<file path="src/rtl/irqc_pkg.sv">
package irqc_pkg;
  localparam int REG_AW = 6;
  // word indices decoded by software drivers
  localparam int W_IRQ_STAT = 0;
  localparam int W_IRQ_RAW  = 1;
  localparam int W_IRQ_SET  = 2;
  localparam int W_IRQ_CLR  = 3;
  localparam int W_SW_SET   = 4;
  localparam int W_SW_CLR   = 5;
  localparam int W_FIQ_STAT = 8;
  localparam int W_FIQ_RAW  = 9;
  localparam int W_FIQ_SET  = 10;
  localparam int W_FIQ_CLR  = 11;
  localparam int NCHAN      = 2;   // 0: normal, 1: fast
endpackage

</file>
<file path="src/rtl/irqc_mask_reg.sv">
module irqc_mask_reg #(
  parameter int W = 32
) (
  input  logic         clk,
  input  logic         rst_n,
  input  logic         set_en,
  input  logic         clr_en,
  input  logic [W-1:0] bits_i,
  output logic [W-1:0] mask_q
);
  always_ff @(posedge clk) begin
    if (!rst_n)
      mask_q <= '0;
    else if (set_en)
      mask_q <= mask_q | bits_i;
    else if (clr_en)
      mask_q <= mask_q & ~bits_i;
  end
endmodule

</file>
<file path="src/rtl/irqc_level.sv">
module irqc_level #(
  parameter int NSRC = 32
) (
  input  logic            clk,
  input  logic            rst_n,
  input  logic [NSRC-1:0] src_i,
  input  logic            sw_set,
  input  logic            sw_clr,
  output logic            sw_q,
  output logic [NSRC-1:0] level_o
);
  always_ff @(posedge clk) begin
    if (!rst_n)
      sw_q <= 1'b0;
    else if (sw_set)
      sw_q <= 1'b1;
    else if (sw_clr)
      sw_q <= 1'b0;
  end

  always_comb begin
    level_o    = src_i;
    level_o[0] = src_i[0] | sw_q;
  end
endmodule

</file>
<file path="src/rtl/irqc_req_out.sv">
module irqc_req_out #(
  parameter int NSRC = 32
) (
  input  logic            clk,
  input  logic            rst_n,
  input  logic [NSRC-1:0] level_i,
  input  logic [NSRC-1:0] mask_i,
  output logic            req_q
);
  always_ff @(posedge clk) begin
    if (!rst_n)
      req_q <= 1'b0;
    else
      req_q <= |(level_i & mask_i);
  end
endmodule

</file>
<file path="src/rtl/irqc_dual_ctrl.sv">
module irqc_dual_ctrl #(
  parameter int NSRC = 32,
  parameter int DW   = 32,
  parameter int AW   = irqc_pkg::REG_AW
) (
  input  logic            clk,
  input  logic            rst_n,
  input  logic [NSRC-1:0] src_i,
  input  logic            wr_en_i,
  input  logic            rd_en_i,
  input  logic [AW-1:0]   addr_i,
  input  logic [DW-1:0]   wdata_i,
  output logic [DW-1:0]   rdata_o,
  output logic            rd_valid_o,
  output logic            irq_o,
  output logic            fiq_o
);
  import irqc_pkg::*;

  localparam logic [AW-1:0] A_SET [NCHAN] = '{AW'(W_IRQ_SET), AW'(W_FIQ_SET)};
  localparam logic [AW-1:0] A_CLR [NCHAN] = '{AW'(W_IRQ_CLR), AW'(W_FIQ_CLR)};

  logic [NSRC-1:0] level;
  logic [NSRC-1:0] mask [NCHAN];
  logic [NCHAN-1:0] req;
  logic            sw_q;
  logic [DW-1:0]   rd_mux;

  irqc_level #(.NSRC(NSRC)) u_level (
    .clk     (clk),
    .rst_n   (rst_n),
    .src_i   (src_i),
    .sw_set  (wr_en_i && addr_i == AW'(W_SW_SET) && wdata_i[0]),
    .sw_clr  (wr_en_i && addr_i == AW'(W_SW_CLR) && wdata_i[0]),
    .sw_q    (sw_q),
    .level_o (level)
  );

  for (genvar c = 0; c < NCHAN; c++) begin : g_chan
    irqc_mask_reg #(.W(NSRC)) u_mask (
      .clk    (clk),
      .rst_n  (rst_n),
      .set_en (wr_en_i && addr_i == A_SET[c]),
      .clr_en (wr_en_i && addr_i == A_CLR[c]),
      .bits_i (wdata_i[NSRC-1:0]),
      .mask_q (mask[c])
    );
    irqc_req_out #(.NSRC(NSRC)) u_out (
      .clk     (clk),
      .rst_n   (rst_n),
      .level_i (level),
      .mask_i  (mask[c]),
      .req_q   (req[c])
    );
  end

  assign irq_o = req[0];
  assign fiq_o = req[1];

  always_comb begin
    rd_mux = '0;
    case (addr_i)
      AW'(W_IRQ_STAT): rd_mux = DW'(level & mask[0]);
      AW'(W_IRQ_RAW),
      AW'(W_FIQ_RAW):  rd_mux = DW'(level);
      AW'(W_IRQ_SET):  rd_mux = DW'(mask[0]);
      AW'(W_SW_SET):   rd_mux = DW'(level[0]);
      AW'(W_FIQ_STAT): rd_mux = DW'(level & mask[1]);
      AW'(W_FIQ_SET):  rd_mux = DW'(mask[1]);
      default:         rd_mux = '0;
    endcase
  end

  always_ff @(posedge clk) begin
    if (!rst_n) begin
      rdata_o    <= '0;
      rd_valid_o <= 1'b0;
    end else begin
      rd_valid_o <= rd_en_i;
      if (rd_en_i)
        rdata_o <= rd_mux;
    end
  end
endmodule

</file>
<file path="config.mk">
export PLATFORM = sky130hd
export DESIGN_NAME = irqc_dual_ctrl
export DESIGN_NICKNAME = d
export VERILOG_FILES = /design/src/rtl/irqc_pkg.sv /design/src/rtl/irqc_mask_reg.sv /design/src/rtl/irqc_level.sv /design/src/rtl/irqc_req_out.sv /design/src/rtl/irqc_dual_ctrl.sv
export SDC_FILE = /design/constraint.sdc
export NUM_CORES = 1
export LEC_CHECK = 0
export BUFFER_PORTS_ARGS = -buffer_cell sky130_fd_sc_hd__buf_2
export CORE_MARGIN = 1.5
export CORE_UTILIZATION = 40
export CTS_CLUSTER_SIZE = 14
export DETAILED_ROUTE_END_ITERATION = 10
export GPL_ROUTABILITY_DRIVEN = 0
export GPL_TIMING_DRIVEN = 1
export PLACE_DENSITY = 0.67
export SLEW_MARGIN = 40
export SYNTH_ARGS = -nofsm -noshare
export SYNTH_HDL_FRONTEND = slang
export SYNTH_SLANG_ARGS = --single-unit
</file>
<file path="constraint.sdc">
create_clock -name clk -period 2.8 [get_ports clk]
set_input_delay 0.28 -clock clk [delete_from_list [all_inputs] [get_ports clk]]
set_output_delay 0.28 -clock clk [all_outputs]
set_load 0.02 [all_outputs]
</file>
## After elaboration in Yosys (flattened, before gate mapping)

Index checks and enable logic that the tools add are counted.

- Bits in registers: 100
- Latch bits: 0
- Memory bits (writable): 0
- Memory bits (read-only): 0
- Input port bits: 74
- Output and inout port bits: 35
- Memories: 0

- Add/sub/neg operators: 0
- Multiply operators: 0
- Divide/modulo/power cells: 0
- $lt $le $gt $ge: 0
- Eq/ne operators: 9
- Shift operators: 0
- Multiplexer cells: 7
- Bitwise logic cells: 8
- Reduce and logical (&&, ||, !) cells: 15

Operators with widths:

| operator | number |
|---|---|
| 32-bit one-hot mux with 6 select lines | 1 |
| 32-bit AND | 4 |
| 32-bit 2-to-1 mux | 4 |
| 32-bit OR | 2 |
| 32-bit OR reduction | 2 |
| 32-bit NOT | 1 |
| 6-bit by 4-bit equality test with 1-bit output (second input constant) | 4 |
| 6-bit by 2-bit equality test with 1-bit output (second input constant) | 2 |
| 6-bit by 3-bit equality test with 1-bit output (second input constant) | 2 |
| 1-bit logical AND | 8 |
| 6-bit by 1-bit equality test with 1-bit output (second input constant) | 1 |
| 6-bit zero test | 1 |
| 2-bit nonzero test | 3 |
| 1-bit 2-to-1 mux | 2 |
| 2-bit OR reduction | 1 |
| 1-bit OR | 1 |

## Longest topological paths before layout

Gate-level depths: netlist of the first run.

- Depth after elaboration: 5
- Mapped depth: 7
- Depth with buffers taken out: 4

## Hierarchy

From an unflattened synthesis of the first run, not the netlist that was laid out.

- Cells, all modules: 709
- Area total of the unflattened synthesis: 5894.4 um^2

Modules (own cells, without submodules):

| module | times used | cells each | area an instance (um^2) |
|---|---|---|---|
| irqc_mask_reg | 2 | 141 | 1346.3 |
| irqc_dual_ctrl | 1 | 348 | 2558.7 |
| irqc_req_out | 2 | 22 | 181.4 |
| irqc_level | 1 | 35 | 280.3 |

## Least setup slack after synthesis of the first run

Ideal clock, no wire load.

- Path type: input to register
- Start point: in addr_i[2]
- End point: reg rdata_o[15]
- Library setup time: 69 ps
- Arrival time: 1418 ps
- Data required time: 2731 ps
- Setup slack: 1313 ps
- Stages: 6
- Buffers on the path: 2
- Path through: or4_1 > buf_4 > buf_6 > nor3_1 > a21oi_1 > o21ai_1

- Cells in the longest elaborated chain, start to end: 3
- Elaborated cells between the ends (all ways): 9
- Classes of those cells: eq/ne (6); mux (1); reduce/logical (2)

Ends and longest elaborated chain:

| item | line | source |
|---|---|---|
| start: declaration | irqc_dual_ctrl.sv:11 | `input logic [AW-1:0] addr_i,` |
| 6-bit by 1-bit equality test with 1-bit output / 6-bit by 4-bit equality test with 1-bit output (equally long branches) | irqc_dual_ctrl.sv:62 | `case (addr_i)` |
| 2-bit OR reduction | irqc_dual_ctrl.sv:62 |  |
| 32-bit one-hot mux with 6 select lines * | irqc_dual_ctrl.sv:62 |  |
| end signal: assignment | irqc_dual_ctrl.sv:81 | `rdata_o <= rd_mux;` |
| end: declaration | irqc_dual_ctrl.sv:13 | `output logic [DW-1:0] rdata_o,` |

Every way passes the cells marked *; elsewhere a longest branch is shown, timed or not.
A chain may end at the register's enable or synchronous reset.

## Worst setup path in the final report of the first run

- Start point: in addr_i[3]
- End point: reg rdata_o[10]

Same word-level chain as after synthesis.

==> out/results.ini, run 1 <==
[run_status]
run_status = finished, final reports clean

[placement]
place.port_buffers = 108
dpl.hpwl_microns = 11100
placedInstanceArea_sq_mm = 0.00545
place_worst_setup_slack_ns = 0.645

[yosys]
synth_cell_types = 40
ys_top_cells_by_area = sky130_fd_sc_hd__dfxtp_1 (41%), sky130_fd_sc_hd__a21oi_1 (10%), sky130_fd_sc_hd__a311oi_1 (6.0%)
synthesis.area_per_instance_sq_um = 8.06
synthFlopType = sky130_fd_sc_hd__dfxtp_1
ys.warnings.count = 0
synth.net_count = 676
synth_largest_type_area_fraction_pct = 41.3
synth.cell_area_sq_mm = 0.00485
synth_sequential_area_ratio_pct = 41.3
synthesized_instance_count = 602
flops_latches_synth = 100
post_synth_edffs = 0
netlist.top_cell.by_area = sky130_fd_sc_hd__dfxtp_1
ys_async_sr_fraction_pct = 0

[finish]
layout_common_cells = sky130_fd_sc_hd__buf_2 (108), sky130_fd_sc_hd__dfxtp_1 (100), sky130_fd_sc_hd__a21oi_1 (97), sky130_fd_sc_hd__nand2_1 (62), sky130_fd_sc_hd__o21ai_0 (36)
final_layout_size_suffix_gt1_share_pct = 22.9
layout.cells.most_common = sky130_fd_sc_hd__buf_2
area_delta_synth_final_pct = 18.1
count_of_nets_after_finishing = 759
layout.cell_area.non_filler_sq_mm = 0.00573
num_antenna_cells = 0

[floorplanning]
initial_core_utilization_pct = 40.7
design.die.area_sq_mm = 0.0128
fp.dieH_microns = 113
placementRows = 40
ioPinCount = 109
chipWidth_microns = 113
design.core.area_sq_mm = 0.0119

[critical_path]
r2r_startpoint = u_level.sw_q
reg2regPathDepth = 4
startpoint_type = input pin
cp_num_buf_inv = 2
worst_path_largest_cell_delay_ns = 0.44
timing.critical_path.cells = buf_2 -> nor3_1 -> o211ai_1 -> or2_1 -> buf_4 -> o21ai_1
cpMaxStageDelayCell = sky130_fd_sc_hd__buf_2
r2r_slack_ns = 1.29
worst_path_dominant_cell_family = buffers and inverters
critPathKind = in -> reg
critical_path_peak_fanout = 33
arrival_ns = 2.07
r2r_end = g_chan[1].u_out.req_q
kind_of_end_point_of_the_critical_path = flip-flop
critical_path_required_ns = 3.02

[cts]
clock_tree.htree_level_count = 3
number_of_cells_upsized_or_downsized_after_cts = 0
clkLatencyLatePin_ns = 0.35
clk_path_buf_depth = 2
path_clk_slew_ns = 0.07
clockRootBuffer = sky130_fd_sc_hd__clkbuf_16
post_cts_hold_buffer_count = 0
cts_made_buffers = 9
post_cts_repair_timing_setup_buffer_count = 0
cts.sink_count = 100
clock_tree_from_tritoncts = built

[drt]
m1WireLength_microns = 6980
detail_route.first_pass.iterations = 5
totalWireLength_microns = 16100
met3WireLength_microns = 1450
highest-signal-layer = met4
vias = 5107
initialDrtViolationCount = 538
antenna_left = 0
drc = 0
route.detailed.vias_per_inst = 6.10
met2RoutedLength_microns = 7450
wl_per_cell_microns = 19.3

[timing]
grt_setup_unrepaired = false
finalHoldWorstSlack_ns = 0.166
finalCritPeriodShare_pct = 66.2
final.setup.worst_slack_ns = 0.945
worst-slew-pin-transition_ns = 0.773
layout_min_cycle_time_ns = 1.85
clock.fmax_mhz = 539
timing.final.max_slew_violations = 0
final_setup_tns_ns = 0
final_hold_viol_count = 0
setup_viol_count_final = 0
slew_headroom_pct = 48.5
fin_skew_ns = 0.00994

[grt]
global_route_wire_length_before_repair_microns = 25200
first_global_vias = 4658
grt_usage_pct = 25.2
global_route.overflow_total = 0
grt_max_degree = 69
antenna_violations_before_repair = 0

[pwr]
totalPowerFinal_mw = 2.92
leakagePower_nw = 2.10
vdd_drop_max_v = 0.000284
powerDensity_mw_per_mm2 = 510

[worst_hold_path]
hold_path.class = in -> reg
worst_hold_path.num_cells = 2
hold_path_startpoint = wdata_i[12]

[job]
timing.max_cap.violations = 0

layer usage:
layer,vias up,track usage [%]
li1,2384,-
met1,2408,35.1
met2,295,39.8
met3,20,4.39
met4,0,8.25
met5,-,0
metrics by stage:
stage	utilization (%)	cells
5_1_grt	48.1	837
3_5_place_dp	45.7	821
4_1_cts	48.1	837
2_1_floorplan	-	602
3_3_place_gp	45.7	821
6_report	48.1	837
worst max path at each step:
stage                     startpoint           to  slack, ns  cells past startpoint
after floorplan            addr_i[2]  rdata_o[15]       1.31                      6
after global placement     addr_i[3]  rdata_o[12]       0.72                      6
after detailed placement   addr_i[3]  rdata_o[10]       0.65                      6
after CTS                  addr_i[3]  rdata_o[10]       0.99                      6
after global routing       addr_i[3]  rdata_o[10]       0.80                      6
final                      addr_i[3]  rdata_o[10]       0.95                      6
cells in the mapped netlist, types with 19 or more instances:
library cell	number
sky130_fd_sc_hd__nor3_2	19
sky130_fd_sc_hd__nor2b_1	29
sky130_fd_sc_hd__a21oi_1	97
sky130_fd_sc_hd__inv_1	34
sky130_fd_sc_hd__nand2_1	62
sky130_fd_sc_hd__o22ai_1	28
sky130_fd_sc_hd__a311oi_1	33
sky130_fd_sc_hd__o21ai_1	28
sky130_fd_sc_hd__dfxtp_1	100
sky130_fd_sc_hd__o21ai_0	36
sky130_fd_sc_hd__clkbuf_1	27
sky130_fd_sc_hd__a22oi_1	28
cells by family after synthesis:
family	Yosys count	synth area share, %
muxes	2	0.464
AOI/OAI and AO/OA	262	32.7
buffers and inverters	83	7.66
and+or+nand+nor	155	17.9
DFF	100	41.3
final cells by class:
type / count / area [sq um]
sequential: 100 / 2000
tap: 147 / 184
clock buffer: 13 / 260
multi-input combinational: 419 / 2480
timing repair buffer: 120 / 643
fill: 1191 / 6180
clock inverter: 3 / 21.3
inverter: 35 / 131
where the power goes:
group | total (mW) | switching (mW) | internal [mW]
Combinational | 0.287 | 0.192 | 0.0948
Sequential | 1.44 | 0.00591 | 1.43
Clock | 1.20 | 0.547 | 0.653
Total | 2.92 | 0.745 | 2.18
(Power assumes the default switching activity.)
==> run 2: changes to the inputs <==
- PLACE_DENSITY: 0.67 -> 0.69
- clock period: 2.8 -> 1.63 ns (I/O delays scaled with it)
==> out/results.ini, run 2 (synthesized netlist as in run 1, its figures left out) <==
[placement]
dpl.cell_count = 832  ; was 821
place.port_buffers = 108  ; unchanged
place_worst_setup_slack_ns = 0.0367  ; was 0.645 ns
dpl.hpwl_microns = 11600  ; was 11,100 microns

[pwr]
vdd_drop_max_v = 0.000446  ; was 0.000284 V
leakagePower_nw = 2.20  ; was 2.10 nW
powerDensity_mw_per_mm2 = 865  ; was 510 mW/mm^2

[timing]
layout_min_cycle_time_ns = 1.46
finalHoldWorstSlack_ns = 0.0467  ; was 0.166 ns
final_hold_viol_count = 0  ; unchanged
clock.fmax_mhz = 683
slew_headroom_pct = 76.0  ; was 48.5%
fin_skew_ns = 0.00965  ; was 0.00994 ns
setup_viol_count_final = 0  ; unchanged
worst-slew-pin-transition_ns = 0.356  ; was 0.773 ns
final.setup.worst_slack_ns = 0.165  ; was 0.945 ns
timing.final.max_slew_violations = 0  ; unchanged
grt_setup_unrepaired = false  ; unchanged
finalCritPeriodShare_pct = 89.9
final_setup_tns_ns = 0  ; unchanged

[critical_path]
kind_of_end_point_of_the_critical_path = flip-flop  ; unchanged
critical_path_peak_fanout = 5  ; was 33
arrival_ns = 1.69  ; was 2.07 ns
startpoint_type = flip-flop  ; was input pin
critPathKind = reg -> reg  ; was in -> reg
reg2regPathDepth = 4  ; unchanged
critical_path_required_ns = 1.86  ; was 3.02 ns
r2r_end = g_chan[1].u_out.req_q  ; unchanged
r2r_slack_ns = 0.17  ; was 1.29 ns
r2r_startpoint = u_level.sw_q  ; unchanged

[finish]
layout.cells.most_common = sky130_fd_sc_hd__buf_2  ; unchanged
count_of_nets_after_finishing = 770  ; was 759
layout_common_cells = sky130_fd_sc_hd__buf_2 (108), sky130_fd_sc_hd__dfxtp_1 (100), sky130_fd_sc_hd__a21oi_1 (97), sky130_fd_sc_hd__nand2_1 (62), sky130_fd_sc_hd__o21ai_0 (36)  ; unchanged
final_layout_size_suffix_gt1_share_pct = 24.4  ; was 22.9%
post-route-util_pct = 49.9  ; was 48.1%
area_delta_synth_final_pct = 22.5  ; was 18.1%
finish.cell_count_without_fillers = 848  ; was 837
num_antenna_cells = 0  ; unchanged

[cts]
clock_tree_from_tritoncts = built  ; unchanged
cts_made_buffers = 9  ; unchanged
cts.sink_count = 100  ; unchanged
post_cts_repair_timing_setup_buffer_count = 0  ; unchanged
path_clk_slew_ns = 0.08  ; was 0.07 ns
clkLatencyLatePin_ns = 0.36  ; was 0.35 ns
clock_tree.htree_level_count = 3  ; unchanged
clk_path_buf_depth = 2  ; unchanged
post_cts_hold_buffer_count = 0  ; unchanged
clockRootBuffer = sky130_fd_sc_hd__clkbuf_16  ; unchanged
number_of_cells_upsized_or_downsized_after_cts = 0  ; unchanged

[floorplanning]
placementRows = 40  ; unchanged
design.core.area_sq_mm = 0.0119  ; unchanged
chipWidth_microns = 113  ; unchanged
fp.dieH_microns = 113  ; unchanged
design.die.area_sq_mm = 0.0128  ; unchanged
ioPinCount = 109  ; unchanged
initial_core_utilization_pct = 40.7  ; unchanged

[grt]
global_route.overflow_total = 0  ; unchanged
grt_max_degree = 57  ; was 69
global_route_wire_length_before_repair_microns = 26400  ; was 25,200 microns
first_global_vias = 4881  ; was 4,658
antenna_violations_before_repair = 0  ; unchanged
grt_usage_pct = 26.4  ; was 25.2%

[worst_hold_path]
hold_path.class = in -> reg  ; unchanged
worst_hold_path.num_cells = 2  ; unchanged
hold_path_startpoint = wdata_i[18]  ; was wdata_i[12]

[drt]
detail_route.first_pass.iterations = 7  ; was 5
route.detailed.vias_per_inst = 6.11  ; was 6.10
drc = 0  ; unchanged
initialDrtViolationCount = 501  ; was 538
vias = 5182  ; was 5,107
wl_per_cell_microns = 19.6  ; was 19.3 microns
antenna_left = 0  ; unchanged
totalWireLength_microns = 16600  ; was 16,100 microns

[run_status]
run_status = finished, final reports clean  ; unchanged

[job]
timing.max_cap.violations = 0  ; unchanged

run 2: changes by cell type in the layout (fill, tap and decap cells not counted):
| cell | previous run | this run |
|---|---|---|
| sky130_fd_sc_hd__clkbuf_8 | 2 | 0 |
| sky130_fd_sc_hd__buf_4 | 11 | 12 |
| sky130_fd_sc_hd__clkbuf_1 | 2 | 0 |
| sky130_fd_sc_hd__clkinv_4 | 1 | 0 |
| sky130_fd_sc_hd__inv_6 | 0 | 2 |
| sky130_fd_sc_hd__nor2_4 | 1 | 0 |
| sky130_fd_sc_hd__nor2_2 | 0 | 1 |
| sky130_fd_sc_hd__clkinv_8 | 0 | 1 |
| sky130_fd_sc_hd__buf_12 | 1 | 11 |
| sky130_fd_sc_hd__inv_8 | 0 | 2 |
run 2: cell type report:
cell class | count | area (sq um)
Timing Repair Buffer | 131 | 851
Clock inverter | 7 | 68.8
Tap cell | 147 | 184
Multi-Input combinational cell | 419 | 2480
Sequential cell | 100 | 2000
Clock buffer | 9 | 225
Inverter | 35 | 131
Fill cell | 1154 | 5970
run 2: worst max-delay path, cell delays in order (launching register included):
cell	delay (ns)
sky130_fd_sc_hd__dfxtp_1	0.35
sky130_fd_sc_hd__o21ai_0	0.32
sky130_fd_sc_hd__nand3_1	0.13
sky130_fd_sc_hd__nor4_1	0.39
sky130_fd_sc_hd__a21oi_1	0.15
run 2: worst max path at each step:
| stage | from | end | slack, ns | cells past startpoint |
|---|---|---|---|---|
| final | u_level.sw_q | g_chan[1].u_out.req_q | 0.17 | 4 |
| after global routing | u_level.sw_q | g_chan[1].u_out.req_q | 0.06 | 4 |
| after CTS | u_level.sw_q | g_chan[1].u_out.req_q | 0.21 | 4 |
| after detailed placement | addr_i[0] | flip-flop | 0.04 | 7 |
| after global placement | addr_i[0] | flip-flop | 0.09 | 7 |
| after floorplan | addr_i[2] | rdata_o[15] | 0.26 | 6 |
run 2: metrics by stage:
stage / total power, mW / area (sq um)
after detailed placement: 3.04 / 5650
after global routing: 5.29 / 5940
after floorplan: 2.76 / 4850
final: 5.14 / 5940
after global placement: 3.03 / 5650
after CTS: 5.14 / 5940
run 2: layer usage:
layer / vias to the layer above / wire length [microns] / GRT usage (%)
li1: 2408 / - / -
met1: 2427 / 7020 / 36.2
met2: 302 / 7560 / 40.7
met3: 45 / 1430 / 4.98
met4: 0 / 623 / 11.8
met5: - / 0 / 0
run 2: power breakdown:
group	total, mW	switching, mW	internal (mW)
Sequential	2.46	0.00990	2.45
Combinational	0.534	0.342	0.192
Clock	2.14	1.06	1.08
Total	5.14	1.41	3.73
